### src/rtl/i2c_fe_pkg.sv
package i2c_fe_pkg;

  localparam int LINE_SCL = 0;
  localparam int LINE_SDA = 1;
  localparam int N_LINES  = 2;

  // Convert a duration in nanoseconds to clock cycles, rounding up.
  function automatic int ns_to_cycles(input longint clk_hz, input longint dur_ns);
    longint prod;
    prod = clk_hz * dur_ns;
    return int'((prod + 64'd999_999_999) / 64'd1_000_000_000);
  endfunction

  // Convert a duration in microseconds to clock cycles, rounding up.
  function automatic int us_to_cycles(input longint clk_hz, input longint dur_us);
    longint prod;
    prod = clk_hz * dur_us;
    return int'((prod + 64'd999_999) / 64'd1_000_000);
  endfunction

endpackage

### src/rtl/i2c_fe_deglitch.sv
module i2c_fe_deglitch #(
  parameter int FILT_CYC = 25
) (
  input  logic clk,
  input  logic rst,
  input  logic pin_raw,
  output logic line_clean
);
  localparam int CW = (FILT_CYC < 1) ? 1 : $clog2(FILT_CYC + 1);

  logic [1:0]    sync_q;
  logic [CW-1:0] run_cnt;
  logic          sync_lvl;

  assign sync_lvl = sync_q[1];

  // two-stage synchroniser, idle-high after reset
  always_ff @(posedge clk) begin
    if (rst) sync_q <= 2'b11;
    else     sync_q <= {sync_q[0], pin_raw};
  end

  // run-length filter: adopt a new level only after FILT_CYC+1 differing cycles
  always_ff @(posedge clk) begin
    if (rst) begin
      line_clean <= 1'b1;
      run_cnt    <= '0;
    end else if (sync_lvl != line_clean) begin
      if (run_cnt == CW'(FILT_CYC)) begin
        line_clean <= sync_lvl;
        run_cnt    <= '0;
      end else begin
        run_cnt <= run_cnt + CW'(1);
      end
    end else begin
      run_cnt <= '0;
    end
  end

  // checker state: cycles since the cleaned line last changed
  logic          chk_prev;
  logic [CW-1:0] chk_age;
  always_ff @(posedge clk) begin
    if (rst) begin
      chk_prev <= 1'b1;
      chk_age  <= '0;
    end else begin
      chk_prev <= line_clean;
      if (chk_prev != line_clean)          chk_age <= '0;
      else if (chk_age != CW'(FILT_CYC))   chk_age <= chk_age + CW'(1);
    end
  end


  glitch_reject_chk: assert property (@(posedge clk) disable iff (rst)
    (chk_prev != line_clean) |-> (chk_age == CW'(FILT_CYC)));

endmodule

### src/rtl/i2c_fe_cond.sv
module i2c_fe_cond (
  input  logic clk,
  input  logic rst,
  input  logic scl_clean,
  input  logic sda_clean,
  output logic start_det,
  output logic stop_det
);
  logic scl_q, sda_q;

  always_ff @(posedge clk) begin
    if (rst) begin
      scl_q     <= 1'b1;
      sda_q     <= 1'b1;
      start_det <= 1'b0;
      stop_det  <= 1'b0;
    end else begin
      scl_q     <= scl_clean;
      sda_q     <= sda_clean;
      start_det <= scl_q & scl_clean &  sda_q & ~sda_clean;
      stop_det  <= scl_q & scl_clean & ~sda_q &  sda_clean;
    end
  end


  cond_exclusive_chk: assert property (@(posedge clk) disable iff (rst)
    $onehot0({start_det, stop_det}));


  start_single_chk: assert property (@(posedge clk) disable iff (rst)
    start_det |=> !start_det);


  stop_single_chk: assert property (@(posedge clk) disable iff (rst)
    stop_det |=> !stop_det);

endmodule

### src/rtl/i2c_fe_hold.sv
module i2c_fe_hold #(
  parameter int HOLD_CYC = 75
) (
  input  logic clk,
  input  logic rst,
  input  logic scl_clean,
  input  logic eng_oe,
  output logic sda_pull
);
  localparam int HW = (HOLD_CYC < 1) ? 1 : $clog2(HOLD_CYC + 1);

  logic          scl_q;
  logic [HW-1:0] hold_cnt;
  logic          scl_fall;

  assign scl_fall = scl_q & ~scl_clean;

  always_ff @(posedge clk) begin
    if (rst) begin
      scl_q    <= 1'b1;
      hold_cnt <= '0;
      sda_pull <= 1'b0;
    end else begin
      scl_q <= scl_clean;
      if (scl_fall)             hold_cnt <= HW'(HOLD_CYC);
      else if (hold_cnt != '0)  hold_cnt <= hold_cnt - HW'(1);
      if (!scl_fall && hold_cnt == '0) sda_pull <= eng_oe;
    end
  end

  // checker state: cycles elapsed since the last detected fall, saturating
  logic [HW-1:0] chk_age;
  always_ff @(posedge clk) begin
    if (rst)                              chk_age <= HW'(HOLD_CYC);
    else if (scl_fall)                    chk_age <= '0;
    else if (chk_age != HW'(HOLD_CYC))    chk_age <= chk_age + HW'(1);
  end


  hold_on_fall_chk: assert property (@(posedge clk) disable iff (rst)
    scl_fall |=> $stable(sda_pull));


  hold_window_chk: assert property (@(posedge clk) disable iff (rst)
    (chk_age < HW'(HOLD_CYC)) |=> $stable(sda_pull));

endmodule

### src/rtl/i2c_fe_watchdog.sv
module i2c_fe_watchdog #(
  parameter int TMO_CYC = 8_750_000
) (
  input  logic clk,
  input  logic rst,
  input  logic scl_clean,
  input  logic tmo_off,
  output logic eng_rst
);
  localparam int TW = $clog2(TMO_CYC + 1);

  logic [TW-1:0] low_cnt;
  logic          tripped;

  always_ff @(posedge clk) begin
    if (rst) begin
      low_cnt <= '0;
      tripped <= 1'b0;
      eng_rst <= 1'b0;
    end else begin
      eng_rst <= 1'b0;
      if (scl_clean) begin
        low_cnt <= '0;
        tripped <= 1'b0;
      end else if (tmo_off) begin
        low_cnt <= '0;
      end else if (!tripped) begin
        if (low_cnt == TW'(TMO_CYC - 1)) begin
          eng_rst <= 1'b1;
          tripped <= 1'b1;
          low_cnt <= '0;
        end else begin
          low_cnt <= low_cnt + TW'(1);
        end
      end
    end
  end

  // checker state: pulses issued during the current low period
  logic [1:0] chk_pulses;
  logic       chk_off_q;
  always_ff @(posedge clk) begin
    if (rst) begin
      chk_pulses <= '0;
      chk_off_q  <= 1'b0;
    end else begin
      chk_off_q <= tmo_off;
      if (scl_clean)                          chk_pulses <= '0;
      else if (eng_rst && chk_pulses != 2'd3) chk_pulses <= chk_pulses + 2'd1;
    end
  end


  rst_single_chk: assert property (@(posedge clk) disable iff (rst)
    eng_rst |=> !eng_rst);


  rst_once_per_low_chk: assert property (@(posedge clk) disable iff (rst)
    eng_rst |-> (chk_pulses == 2'd0));


  rst_needs_enable_chk: assert property (@(posedge clk) disable iff (rst)
    eng_rst |-> !chk_off_q);

endmodule

### src/rtl/i2c_bus_frontend.sv
module i2c_bus_frontend
  import i2c_fe_pkg::*;
#(
  parameter longint CLK_HZ  = 250_000_000,
  parameter int     FILT_NS = 100,
  parameter int     HOLD_NS = 300,
  parameter int     TMO_US  = 35_000
) (
  input  logic clk,
  input  logic rst,
  input  logic scl_pin,
  input  logic sda_pin,
  input  logic eng_sda_oe,
  input  logic tmo_off,
  output logic scl_clean,
  output logic sda_clean,
  output logic start_det,
  output logic stop_det,
  output logic sda_pull,
  output logic eng_rst
);
  localparam int FILT_CYC = ns_to_cycles(CLK_HZ, longint'(FILT_NS));
  localparam int HOLD_CYC = ns_to_cycles(CLK_HZ, longint'(HOLD_NS));
  localparam int TMO_CYC  = us_to_cycles(CLK_HZ, longint'(TMO_US));

  logic [N_LINES-1:0] raw_lines;
  logic [N_LINES-1:0] clean_lines;

  assign raw_lines[LINE_SCL] = scl_pin;
  assign raw_lines[LINE_SDA] = sda_pin;

  for (genvar g = 0; g < N_LINES; g++) begin : g_line
    i2c_fe_deglitch #(.FILT_CYC(FILT_CYC)) u_dg (
      .clk        (clk),
      .rst        (rst),
      .pin_raw    (raw_lines[g]),
      .line_clean (clean_lines[g])
    );
  end

  assign scl_clean = clean_lines[LINE_SCL];
  assign sda_clean = clean_lines[LINE_SDA];

  i2c_fe_cond u_cond (
    .clk       (clk),
    .rst       (rst),
    .scl_clean (scl_clean),
    .sda_clean (sda_clean),
    .start_det (start_det),
    .stop_det  (stop_det)
  );

  i2c_fe_hold #(.HOLD_CYC(HOLD_CYC)) u_hold (
    .clk       (clk),
    .rst       (rst),
    .scl_clean (scl_clean),
    .eng_oe    (eng_sda_oe),
    .sda_pull  (sda_pull)
  );

  i2c_fe_watchdog #(.TMO_CYC(TMO_CYC)) u_wd (
    .clk       (clk),
    .rst       (rst),
    .scl_clean (scl_clean),
    .tmo_off   (tmo_off),
    .eng_rst   (eng_rst)
  );

endmodule

### config.mk
export PLATFORM = sky130hd
export DESIGN_NAME = i2c_bus_frontend
export DESIGN_NICKNAME = d
export VERILOG_FILES = /design/src/rtl/i2c_fe_pkg.sv /design/src/rtl/i2c_fe_deglitch.sv /design/src/rtl/i2c_fe_cond.sv /design/src/rtl/i2c_fe_hold.sv /design/src/rtl/i2c_fe_watchdog.sv /design/src/rtl/i2c_bus_frontend.sv
export SDC_FILE = /design/constraint.sdc
export NUM_CORES = 1
export LEC_CHECK = 0
export BUFFER_PORTS_ARGS = -buffer_cell sky130_fd_sc_hd__buf_2
export CORE_MARGIN = 1.5
export CORE_UTILIZATION = 60
export CTS_CLUSTER_SIZE = 25
export DETAILED_ROUTE_END_ITERATION = 8
export PLACE_DENSITY = 0.75
export RECOVER_POWER = 50
export SETUP_SLACK_MARGIN = 0.5
export SYNTH_ARGS = -nofsm -noshare
export SYNTH_HDL_FRONTEND = slang
export SYNTH_HIERARCHICAL = 1
export SYNTH_SLANG_ARGS = --single-unit
### constraint.sdc
create_clock -name clk -period 3.75 [get_ports clk]
set_clock_uncertainty 0.05 [all_clocks]
set_input_delay 0.5625 -clock clk [delete_from_list [all_inputs] [get_ports clk]]
set_output_delay 0.5625 -clock clk [all_outputs]
set_load 0.005 [all_outputs]
==> results.toml <==
[yosys]
ys_seq_area_frac = 0.4422
ys_ff_latch = 55
synth_top_family_by_area = "simple AND/OR/NAND/NOR gates"
async_flop_share = 0
synth_edf_count = 0
yosys_warnings = 6
synthMuxAreaShare = 0
yosys-top-cells-area = "dfxtp_1, xnor2_1, ha_1"
synth_top_area_share = 0.4422
synth_cell_types = 48
synth_cells = 267
syn_area_mm2 = 0.002490
synthXorXnorAreaFrac = 0.08090
synth_compound_area_frac = 0.09648
synthFlopType = "dfxtp_1"
yosys.area_share.adder = 0.03518
synthSimpleGateAreaFrac = 0.3080
syn_nets = 280
syn_avg_cell_area_um2 = 9.325
synth_top_area_cell = "dfxtp_1"

[timing]
rsz0062_at_grt = "no"
setup_viol = 0
slew_violations = 0
hold_violations = 0
period_share = 0.5716
slew_headroom = 0.4081
layout_min_cycle_time_ns = 2.144
tns_ns = 0
worst_pin_slew_ns = 0.8879
hold_ws_ns = 0.3681
fmax_mhz = 466.5

[clock_tree]
numCtsBuffers = 5
htree_num_levels = 2
clockBufferDepth = 2
cts_setup_buffers = 0
clk_pin_slew_worst_paths_ns = 0.10
tritoncts = "yes"
insertion_delay_ns = 0.31
cts_root_buf = "clkbuf_8"
ctsResizeCount = 0
hold_buffers = 0
cts.sinks = 55

[cells_and_area]
layout.nets = 289
layout.cells.non_filler = 327
layout-drive-gt1-share = 0.1191
nFillCells = 358
multi_input_area_mm2 = 0.001282
seq_area_mm2 = 0.001101
area_growth_syn_to_layout_pct = 5.980
n_antenna_cell = 0

[worst_setup_path]
cpPeakStageDelay_ns = 0.71
worstPathRequired_ns = 3.92
crit_type = "flop to flop"
setup.worst_path.end = "u_wd/low_cnt[23]"
timing.rr.end = "u_wd/low_cnt[23]"
startpoint_type = "flop"
critPathLaunch = "u_wd/tripped"
cp.arrival_ns = 2.31
timing.rr.start = "u_wd/tripped"
crit_path_end_kind = "flop"
critPathMaxFanout = 10
slowest_stage = "or4_1"
crit_chain = "nand4b_4, or4_1, or3_1, a211oi_1"
r2r_cells = 4
r2r_setup_slack_ns = 1.61

[routing]
wl_um = 4269
drcViolationCount = 0
drt_iter0_drc = 77
drt-pass1-iter-count = 4
wire_per_inst_um = 13.06
final_antenna_net_count = 0
via_per_inst = 5.700
vias = 1864

[floorplanning]
core_area_mm2 = 0.004000
die_h_um = 67.42
rows = 23
die-area_mm2 = 0.004545
start_util = 0.6225
die_width_um = 67.42
ios = 12

[pwr]
p_clk_frac = 0.268
p_leak_nw = 0.9052
power.switching_w = 0.0003485
seq_power_share = 0.548
ir_drop_v = 0.0002876
power_density_mw_per_mm2 = 457.6
switching_share = 0.2886
p_int_w = 0.0008590
p_comb_frac = 0.184

[global_route]
grt_pass1_vias = 1653
track_usage = 0.2038
grt-ovfl-total = 0
grt_pass1_wl_um = 7058
grt_max_degree = 26
antenna_found_initial = 0

[place]
place_congestion = 0.8320
io_buffers = 11
placed_cells = 319
dp_hpwl_um = 2989

[run_status]
outcome = "finished, final reports clean"

[run]
drv_cap = 0

[min_path]
hold_class = "flop to flop"
-- layer usage --
layer	global-route usage	up-vias	wire, µm
met5	0	-	0
met4	0.1046	0	87
met3	0.03667	8	99
met2	0.3106	19	1902
met1	0.2758	857	2181
li1	-	980	-
-- cell usage in the layout, fill, tap and decap left out, types with 2 or more instances in the layout --
cell type	instances
nor2b_1	4
nand2_1	11
and2b_2	2
clkbuf_8	5
or3_1	8
nor3_2	2
o21ai_0	13
or4_1	4
dfxtp_1	55
and3_1	4
a211o_2	2
a211oi_1	9
nand4_1	3
nand3_1	12
xnor2_1	18
clkbuf_1	5
ha_1	7
nor3_1	16
nand4b_1	3
inv_1	12
nand2b_1	2
nor4_1	10
or2_2	7
buf_2	7
nor2_1	22
a21oi_1	5
and4b_1	3
xor2_1	5
clkinv_4	2
-- through the flow --
step | worst slack, ns | power, W | cell area (µm²) | utilization
finish | 1.606 | 0.001208 | 2639 | 0.6597
global route | 1.432 | 0.001270 | 2639 | 0.6597
CTS | 1.578 | 0.001219 | 2663 | 0.6656
detailed placement | 1.627 | 0.0008966 | 2572 | 0.6431
global placement | 1.658 | 0.0008901 | 2572 | 0.6431
floorplan | 1.793 | 0.0008545 | 2490 | -
-- cell families (layout without fill, tap and decap cells) --
| kind of cell | after synthesis | count (layout) |
|---|---|---|
| adder cells (fa/ha/maj) | 7 | 7 |
| AND/OR/NAND/NOR | 124 | 124 |
| buffers and inverters | 22 | 32 |
| AO/OA/AOI/OAI | 36 | 36 |
| XOR/XNOR | 23 | 23 |
| flip-flops | 55 | 55 |
-- state kept, by name, summed over array words and instances, names as in the netlist, 2 cells and up --
name,flops
g_line.u_dg/run_cnt,10
u_hold/hold_cnt,7
g_line.u_dg/line_clean,2
u_wd/low_cnt,24
g_line.u_dg/sync_q,4
-- synthesized netlist by cell type (3+ instances only) --
| master | count |
|---|---|
| a211oi_1 | 9 |
| a21oi_1 | 5 |
| and3_1 | 4 |
| and4b_1 | 3 |
| clkbuf_1 | 7 |
| dfxtp_1 | 55 |
| ha_1 | 7 |
| inv_1 | 12 |
| nand2_1 | 11 |
| nand3_1 | 12 |
| nand4_1 | 3 |
| nand4b_1 | 3 |
| nor2_1 | 22 |
| nor2b_1 | 4 |
| nor3_1 | 17 |
| nor4_1 | 10 |
| o21ai_0 | 13 |
| or2_2 | 6 |
| or3_1 | 6 |
| or4_1 | 4 |
| xnor2_1 | 18 |
| xor2_1 | 5 |
-- power groups by stage --
stage	Sequential (W)	Clock, W	Combinational [W]
floorplan	0.000666	0	0.000189
CTS	0.000661	0.000334	0.000224
global placement	0.000672	0	0.000218
detailed placement	0.000674	0	0.000222
global route	0.000668	0.000354	0.000248
finish	0.000661	0.000324	0.000222
-- worst max-delay path: cells and delay by family (launching register included) --
kind / cells / cell delay [ns]
compound gates: 1 / 0.21
simple gates: 3 / 1.37
flops: 1 / 0.41
-- how the worst min path moves through the flow --
stage / startpoint / depth (start not counted) / slack (ns) / to
finish: g_line[1].u_dg/sync_q[0] / 1 / 0.37 / g_line[1].u_dg/sync_q[1]
CTS: g_line[1].u_dg/sync_q[0] / 1 / 0.37 / g_line[1].u_dg/sync_q[1]
detailed placement: g_line[1].u_dg/sync_q[0] / 1 / 0.35 / g_line[1].u_dg/sync_q[1]
global route: scl_pin / 2 / 0.37 / g_line[0].u_dg/sync_q[0]
global placement: g_line[1].u_dg/sync_q[0] / 1 / 0.34 / g_line[1].u_dg/sync_q[1]
floorplan: g_line[0].u_dg/sync_q[0] / 1 / 0.34 / g_line[0].u_dg/sync_q[1]
-- final cells by class --
cell class                 instances  share of cell area
clock buffer                       6             0.02750
clock inverter                     2            0.006638
inverter                          12             0.01707
multi-input combinational        190              0.4860
sequential                        55              0.4173
tap                               50             0.02371
timing repair buffer              12             0.02181
(Power assumes the default switching activity.)
